<file path="src/rtl/lis_pkg.sv">
package lis_pkg;
  localparam logic [7:0] SYM_COMMA = 8'hBC;
  localparam logic [7:0] SYM_START = 8'h1C;
  localparam logic [7:0] SYM_END   = 8'h7C;
  localparam logic [7:0] SYM_CFG   = 8'h9C;

  typedef enum logic [1:0] {
    ST_COMMA   = 2'd0,
    ST_ALIGN   = 2'd1,
    ST_PAYLOAD = 2'd2
  } seqState_t;

  typedef struct packed {
    logic       selComma;
    logic       selStart;
    logic       selCfg;
    logic       selEnd;
    logic       selParam;
    logic       selData;
    logic [7:0] paramIdx;
    logic [7:0] fillOct;
  } seqStrobe_t;
endpackage

</file>
<file path="src/rtl/lis_ctrl.sv">
module lis_ctrl
  import lis_pkg::*;
#(
  parameter int FRAME_OCTETS = 2,
  parameter int NUM_PARAMS   = 14,
  parameter int KW           = 5
) (
  input  logic          clk,
  input  logic          rst,
  input  logic          syncN,
  input  logic [KW-1:0] kMinus1,
  output seqStrobe_t    strobe,
  output logic          payloadTake
);
  localparam int MF_MAX = FRAME_OCTETS * (1 << KW);
  localparam int POSW   = (MF_MAX > 1) ? $clog2(MF_MAX) : 1;

  seqState_t        state;
  logic [POSW-1:0]  pos;
  logic [POSW-1:0]  lastPos;
  logic [1:0]       mfIdx;
  logic [POSW:0]    lenCalc;
  logic [POSW-1:0]  lastCalc;

  always_comb begin
    lenCalc  = (POSW+1)'(FRAME_OCTETS * (int'(kMinus1) + 1));
    lastCalc = POSW'(lenCalc - (POSW+1)'(1));
  end

  always_ff @(posedge clk) begin
    if (rst) begin
      state   <= ST_COMMA;
      pos     <= '0;
      mfIdx   <= '0;
      lastPos <= '0;
    end else if (!syncN) begin
      state <= ST_COMMA;
      pos   <= '0;
      mfIdx <= '0;
    end else begin
      case (state)
        ST_COMMA: begin
          state   <= ST_ALIGN;
          pos     <= '0;
          mfIdx   <= '0;
          lastPos <= lastCalc;
        end
        ST_ALIGN: begin
          if (pos == lastPos) begin
            pos <= '0;
            if (mfIdx == 2'd3) state <= ST_PAYLOAD;
            else mfIdx <= mfIdx + 2'd1;
          end else begin
            pos <= pos + POSW'(1);
          end
        end
        ST_PAYLOAD: state <= ST_PAYLOAD;
        default:    state <= ST_COMMA;
      endcase
    end
  end

  always_comb begin
    strobe          = '0;
    strobe.fillOct  = 8'(pos);
    if (!syncN || state == ST_COMMA) begin
      strobe.selComma = 1'b1;
    end else if (state == ST_PAYLOAD) begin
      strobe.selData = 1'b1;
    end else if (pos == '0) begin
      strobe.selStart = 1'b1;
    end else if (pos == lastPos) begin
      strobe.selEnd = 1'b1;
    end else if (mfIdx == 2'd1 && int'(pos) == 1) begin
      strobe.selCfg = 1'b1;
    end else if (mfIdx == 2'd1 && int'(pos) >= 2 && int'(pos) < 2 + NUM_PARAMS) begin
      strobe.selParam = 1'b1;
      strobe.paramIdx = 8'(int'(pos) - 2);
    end
  end

  assign payloadTake = syncN && (state == ST_PAYLOAD);
endmodule

</file>
<file path="src/rtl/lis_datapath.sv">
module lis_datapath
  import lis_pkg::*;
#(
  parameter int NUM_PARAMS = 14
) (
  input  logic                  clk,
  input  logic                  rst,
  input  seqStrobe_t            strobe,
  input  logic [8*NUM_PARAMS-1:0] paramTbl,
  input  logic [7:0]            payIn,
  output logic [7:0]            octOut,
  output logic                  ctrlOut
);
  logic [7:0] paramByte;
  logic [7:0] nextOct;
  logic       nextCtrl;

  always_comb begin
    paramByte = '0;
    for (int i = 0; i < NUM_PARAMS; i++) begin
      if (strobe.paramIdx == 8'(i)) paramByte = paramTbl[8*i +: 8];
    end
  end

  always_comb begin
    nextCtrl = 1'b1;
    if (strobe.selComma)      nextOct = SYM_COMMA;
    else if (strobe.selStart) nextOct = SYM_START;
    else if (strobe.selEnd)   nextOct = SYM_END;
    else if (strobe.selCfg)   nextOct = SYM_CFG;
    else begin
      nextCtrl = 1'b0;
      if (strobe.selData)       nextOct = payIn;
      else if (strobe.selParam) nextOct = paramByte;
      else                      nextOct = strobe.fillOct;
    end
  end

  always_ff @(posedge clk) begin
    if (rst) begin
      octOut  <= SYM_COMMA;
      ctrlOut <= 1'b1;
    end else begin
      octOut  <= nextOct;
      ctrlOut <= nextCtrl;
    end
  end
endmodule

</file>
<file path="src/rtl/lane_init_seq.sv">
module lane_init_seq
  import lis_pkg::*;
#(
  parameter int FRAME_OCTETS = 2,
  parameter int NUM_PARAMS   = 14,
  parameter int KW           = 5
) (
  input  logic                    clk,
  input  logic                    rst,
  input  logic                    syncN,
  input  logic [KW-1:0]           kMinus1,
  input  logic [8*NUM_PARAMS-1:0] paramTbl,
  input  logic [7:0]              payIn,
  output logic [7:0]              octOut,
  output logic                    ctrlOut,
  output logic                    payloadTake
);
  seqStrobe_t seqStrobe;

  lis_ctrl #(
    .FRAME_OCTETS(FRAME_OCTETS),
    .NUM_PARAMS  (NUM_PARAMS),
    .KW          (KW)
  ) i_ctrl (
    .clk        (clk),
    .rst        (rst),
    .syncN      (syncN),
    .kMinus1    (kMinus1),
    .strobe     (seqStrobe),
    .payloadTake(payloadTake)
  );

  lis_datapath #(
    .NUM_PARAMS(NUM_PARAMS)
  ) i_datapath (
    .clk     (clk),
    .rst     (rst),
    .strobe  (seqStrobe),
    .paramTbl(paramTbl),
    .payIn   (payIn),
    .octOut  (octOut),
    .ctrlOut (ctrlOut)
  );
endmodule

</file>
<file path="config.mk">
export PLATFORM = sky130hd
export DESIGN_NAME = lane_init_seq
export DESIGN_NICKNAME = d
export VERILOG_FILES = /design/src/rtl/lis_pkg.sv /design/src/rtl/lis_ctrl.sv /design/src/rtl/lis_datapath.sv /design/src/rtl/lane_init_seq.sv
export SDC_FILE = /design/constraint.sdc
export NUM_CORES = 1
export LEC_CHECK = 0
export ABC_AREA = 1
export ABC_CLOCK_PERIOD_IN_PS = 4800
export BUFFER_PORTS_ARGS = -buffer_cell sky130_fd_sc_hd__buf_2
export CAP_MARGIN = 20
export CORE_ASPECT_RATIO = 1.75
export CORE_MARGIN = 8
export CORE_UTILIZATION = 40
export DETAILED_ROUTE_END_ITERATION = 8
export GPL_TIMING_DRIVEN = 0
export HOLD_SLACK_MARGIN = 0.12
export PLACE_DENSITY_LB_ADDON = 0.3
export SYNTH_ARGS = -nofsm -noshare
export SYNTH_HDL_FRONTEND = slang
export SYNTH_SLANG_ARGS = --single-unit
</file>
<file path="constraint.sdc">
create_clock -name clk -period 4.8 [get_ports clk]
set_clock_uncertainty 0.15 [all_clocks]
set_input_delay 0.48 -clock clk [delete_from_list [all_inputs] [get_ports clk]]
set_output_delay 0.48 -clock clk [all_outputs]
set_load 0.005 [all_outputs]
</file>
After elaboration in Yosys (flattened, before gate mapping)
Cells that the tools add are included.
{"block": "totals", "register_bits": 25, "output_inout_bits": 10}
{"block": "classes", "n_addsub": 5, "order_cmp": 2, "n_eq_ne": 22, "mux": 45, "n_bitwise": 1, "n_reduce_logical": 18}
{"op": "$mux 8", "count": 24}
{"op": "$eq 8x4->1 const B", "count": 6}
{"op": "$eq 8x3->1 const B", "count": 4}
{"op": "$eq 8x2->1 const B", "count": 2}
{"op": "$mux 13", "count": 1}
{"op": "$pmux 6 s2", "count": 1}
{"op": "$mux 1", "count": 10}
{"op": "$eq 8x1->1 const B", "count": 1}
{"op": "$logic_not 8->1", "count": 1}
{"op": "$mux 2", "count": 4}
{"op": "$sub 6x2->7 const B", "count": 1}
{"op": "$add 6x1->6 const B", "count": 1}
{"op": "$eq 6x2->1 const B", "count": 1}
{"op": "$eq 6x6->1", "count": 1}
{"op": "$ge 6x2->1 const B", "count": 1}
{"op": "$logic_not 6->1", "count": 1}
{"op": "$lt 6x5->1 const B", "count": 1}
{"op": "$mux 6", "count": 1}
{"op": "$pmux 2 s3", "count": 1}
{"op": "$sub 6x1->6 const B", "count": 1}
{"op": "$add 5x1->5 const B", "count": 1}
{"op": "$reduce_or 5->1", "count": 1}
{"op": "$eq 2x1->1 const B", "count": 2}
{"op": "$eq 2x2->1 const B", "count": 2}
{"op": "17 further kinds", "count": 23}

Longest topological paths before layout
{"block": "logic_depth", "word_depth": 29, "depth_mapped": 24, "depth_no_buf": 24}

Modules after synthesis
From an unflattened synthesis, not the netlist that was laid out.
{"block": "hier_totals", "hier_cells": 485, "area_unflattened_um2": 2672.6}
{"mod": "lis_datapath", "n_inst": 1, "cells_each": 297, "area_per_inst_um2": 1462.7, "seq_area_each_um2": 180.2}
{"mod": "lis_ctrl", "n_inst": 1, "cells_each": 188, "area_per_inst_um2": 1209.9, "seq_area_each_um2": 320.3}

Worst setup path after synthesis
No wires, ideal clock.
{"block": "synth_timing", "path_type": "register to register", "start": "register i_ctrl.pos[1]", "end": "register i_datapath.octOut[2]", "setup_ns": 0.115, "t_arrival_ns": 2.440, "required_time_ns": 4.535, "path_slack_ns": 2.095, "path_stages_with_launch": 22, "cell_sequence": "dfxtp_1 > inv_2 > ha_1 > inv_1 > nor2_1 > nand3_2 > nand2_2 > nor2_4 > nand2_4 > inv_4 > nand2_1 > nor2_1 > inv_2 > nor2_2 > inv_1 > or2_0 > nand2_1 > nand4_1 > nand2_1 > nand2_1 > nand2_1 > nand2_1"}
{"block": "synth_via", "elab_chain_len": 26, "word_cells_on_any_way": 55}
{"element": "from (decl)", "line": "lis_ctrl.sv:19", "source": "logic [POSW-1:0] pos;"}
{"element": "from (signal assigned)", "line": "lis_ctrl.sv:54", "source": "pos <= pos + POSW'(1);"}
{"element": "$ge 6x2->1", "line": "lis_ctrl.sv:76", "source": "end else if (mfIdx == 2'd1 && int'(pos) >= 2 && int'(pos) < 2 + NUM_PARAMS) begin"}
{"element": "$logic_and 1x1->1 (2 in a row)", "line": "lis_ctrl.sv:76"}
{"element": "$mux 8", "line": "lis_ctrl.sv:76"}
{"element": "$mux 8", "line": "lis_ctrl.sv:74", "source": "end else if (mfIdx == 2'd1 && int'(pos) == 1) begin"}
{"element": "$mux 8", "line": "lis_ctrl.sv:72", "source": "end else if (pos == lastPos) begin"}
{"element": "$mux 8", "line": "lis_ctrl.sv:70", "source": "end else if (pos == '0) begin"}
{"element": "$mux 8", "line": "lis_ctrl.sv:68", "source": "end else if (state == ST_PAYLOAD) begin"}
{"element": "$mux 13 *", "line": "lis_ctrl.sv:66", "source": "if (!syncN || state == ST_COMMA) begin"}
{"element": "$logic_not 8->1", "line": "lis_datapath.sv:21", "source": "if (strobe.paramIdx == 8'(i)) paramByte = paramTbl[8*i +: 8];"}
{"element": "$mux 8 (14 in a row)", "line": "lis_datapath.sv:21"}
{"element": "$mux 8", "line": "lis_datapath.sv:34", "source": "else if (strobe.selParam) nextOct = paramByte;"}
{"element": "$mux 8", "line": "lis_datapath.sv:33", "source": "if (strobe.selData) nextOct = payIn;"}
{"element": "to (signal assigned)", "line": "lis_datapath.sv:44", "source": "octOut <= nextOct;"}
{"element": "to (decl)", "line": "lis_datapath.sv:11", "source": "output logic [7:0] octOut,"}
Mark *: on every way between the ends. The rest lies on a longest branch, timed or not.
A chain may end at the register's enable or synchronous reset.

Worst setup path in the final report
{"block": "layout_timing", "start": "register i_ctrl.pos[1]", "end": "register i_datapath.octOut[3]"}
The elaborated chain is that of the path after synthesis.

==> results_dict.tcl <==
set metrics [dict create \
    syn_inst 486 \
    fmax_ghz 0.2907 \
    min_path_type "primary input to register" \
    core-area_um2 6756 \
    power_leakage_uw 0.001937 \
    utilization_pct 53.26 \
    grt_pass1_wl_um 15950 \
    io_buffers 136 \
    grt_pass1_vias 3404 \
    ys_top_cells_by_area "nand2_1 (22%), dfxtp_1 (18%), inv_1 (9.1%), nand3_1 (7.0%), nor2_1 (6.7%)" \
    synth_cell_types 34 \
    dpl.hpwl_um 8591 \
    yosysMostFrequentCell "nand2_1" \
    max-cap-violations 0 \
    cts.clk_slew.worst_paths_ns 0.07 \
    die_area_um2 9829 \
    rsz0062_at_grt "no" \
    critPathCaptureType "register" \
    yosysWarnings 0 \
    track_usage_pct 19.59 \
    cts_buffers 3 \
    hold_violations 0 \
    hold_buffers 0 \
    synthArstFlopShare_pct 0 \
    die_h_um 125.3 \
    fin_crit_ns 3.440 \
    nets 767 \
    seq_area_frac_synth_pct 18.33 \
    cp-start-kind "register" \
    drive_gt1_share_pct 29.07 \
    io_pins 138 \
    power_density_nw_per_um2 161.5 \
    grt-ovfl-total 0 \
    fin_tns_setup_ns 0 \
    post_cts_buffers 0 \
    num_vias 3470 \
    syn_to_final_growth_pct 31.81 \
    syn_nets 626 \
    cts_root_buffer "clkbuf_16" \
    grt_max_degree 16 \
    diodes 0 \
    htree_levels 1 \
    synth_top_area_cell "nand2_1" \
    outcome "finished, final reports clean" \
    ir_drop_mv 0.2113 \
    cts_tree "done" \
    synth_common_cells "nand2_1 (160), inv_1 (66), nor2_1 (49)" \
    gp_congestion 0.9523 \
    synth_top_cell_area_share_pct 22.00 \
    ys.flop_type "dfxtp_1" \
    cts_resized 0 \
    antenna_found_initial 0 \
    crit_fanout 10 \
    filler_cell_count 723 \
    viasPerCell 4.887 \
    start_util_pct 40.41 \
    ant_nets 0 \
    clk_latency_ns 0.26 \
    firstDrtPassIters 4 \
    worstPathArrival_ns 3.45 \
    ys_ff_latch 25 \
    cts.sinks 25 \
    die_x_um 78.45 \
    wl_per_cell_um 13.99 \
    cts_buffer_depth 2 \
    avgSynthCellArea_um2 5.618 \
    drt_iter0_drc 157 \
    timing.final.crit_share_pct 71.67 \
    crit_type "register to register" \
    cp.required_ns 4.81 \
    slew_viol_final 0 \
    worstMarginPinSlew_ns 0.7116 \
    setup_viol 0 \
    netlist_area_um2 2730 \
    drcViolationCount 0 \
    synth_edf_count 0 \
    row_count 40 \
    timing.slew.headroom_pct 52.20 \
    totalWireLength_um 9934 \
]
cell families (layout without fill, tap and decap cells):
kind of cell | count (synthesis) | after routing | synth area share, %
compound gates | 64 | 64 | 13.34
xor+xnor | 6 | 6 | 1.925
fa+ha+maj | 12 | 12 | 5.499
buf+inv | 83 | 223 | 12.15
flops | 25 | 25 | 18.33
simple gates | 296 | 296 | 48.76
routing by layer:
metal  GRT usage, %  vias up  part of all wire (%)
li1               -     1829                     -
met3          4.017       17                   7.1
met4          7.903        0                   2.7
met5              0        -                     0
met2          37.75      123                    54
met1          19.10     1501                    36
registers in the layout, indices dropped and copies added (netlist names):
register,cells
i_datapath.octOut,8
i_ctrl.lastPos,6
i_ctrl.pos,6
i_ctrl.mfIdx,2
i_ctrl.state,2
i_datapath.ctrlOut,1
report_power, final:
| group | total (uW) | internal (uW) | switching, uW |
|---|---|---|---|
| clock network | 192 | 113 | 79.1 |
| logic | 162 | 74.3 | 88.0 |
| registers | 227 | 219 | 7.49 |
| total | 581 | 407 | 175 |
worst paths after layout:
| kind | slack [ns] | cells past startpoint | to | startpoint |
|---|---|---|---|---|
| worst max-delay path | 1.36 | 18 | i_datapath.octOut[3] | i_ctrl.pos[1] |
| worst min register to register | 0.33 | 2 | i_ctrl.lastPos[0] | i_ctrl.lastPos[0] |
| worst min-delay path | 0.27 | 3 | i_datapath.octOut[4] | payIn[4] |
| worst max register to register | 1.36 | 18 | i_datapath.octOut[3] | i_ctrl.pos[1] |
worst max-delay path: stages (launching register included):
cell and delay (ns):
dfxtp_1 0.62, inv_2 0.20, ha_1 0.29, inv_1 0.06, nor2_1 0.05, nand2_1 0.09, nand3_1 0.25, o31ai_4 0.45
nand2_4 0.16, o21ai_1 0.22, nand3_1 0.12, nor2_1 0.14, nand4_1 0.11, nor2_1 0.10, nand4_1 0.09, nand2_1 0.07
nand2_1 0.05, nand2_1 0.06, nand2_1 0.05
placed cells by master, fill, tap and decap left out, drive strengths merged:
cell type / Yosys / layout
o31ai: 1 / 1
o211ai: 1 / 1
nor3: 8 / 8
dfxtp: 25 / 25
inv: 77 / 77
a21oi: 32 / 32
xnor2: 1 / 1
xor2: 5 / 5
nor2: 58 / 58
ha: 12 / 12
o211a: 2 / 2
o21ai: 25 / 25
nand2: 167 / 167
clkbuf: 2 / 5
a211oi: 2 / 2
a22oi: 1 / 1
or2: 3 / 3
nand3b: 1 / 1
buf: 4 / 140
nand4: 18 / 18
nand3: 41 / 41
clkinvlp: 0 / 1
area by class of cell:
class	instances	area, um2	area share, %
Multi-Input combinational cell	378	1898	52.75
Timing Repair Buffer	136	680.7	18.92
Sequential cell	25	500.5	13.91
Inverter	77	291.5	8.102
Tap cell	84	105.1	2.921
Clock buffer	3	75.07	2.086
Buffer	6	40.04	1.113
Clock inverter	1	7.507	0.2086
through the flow:
stage	instances	hold slack, ns	worst slack [ns]	instance area, um2	power [uW]
floorplan	486	0.2999	2.095	2730	315.4
global placement	706	0.3123	1.377	3516	388.2
detailed placement	706	0.3197	1.360	3516	393.0
CTS	710	0.2690	1.367	3598	586.5
global route	710	0.2850	1.022	3598	612.0
finish	710	0.2704	1.360	3598	581.3
Note: power is estimated with default switching activity, not from simulation.
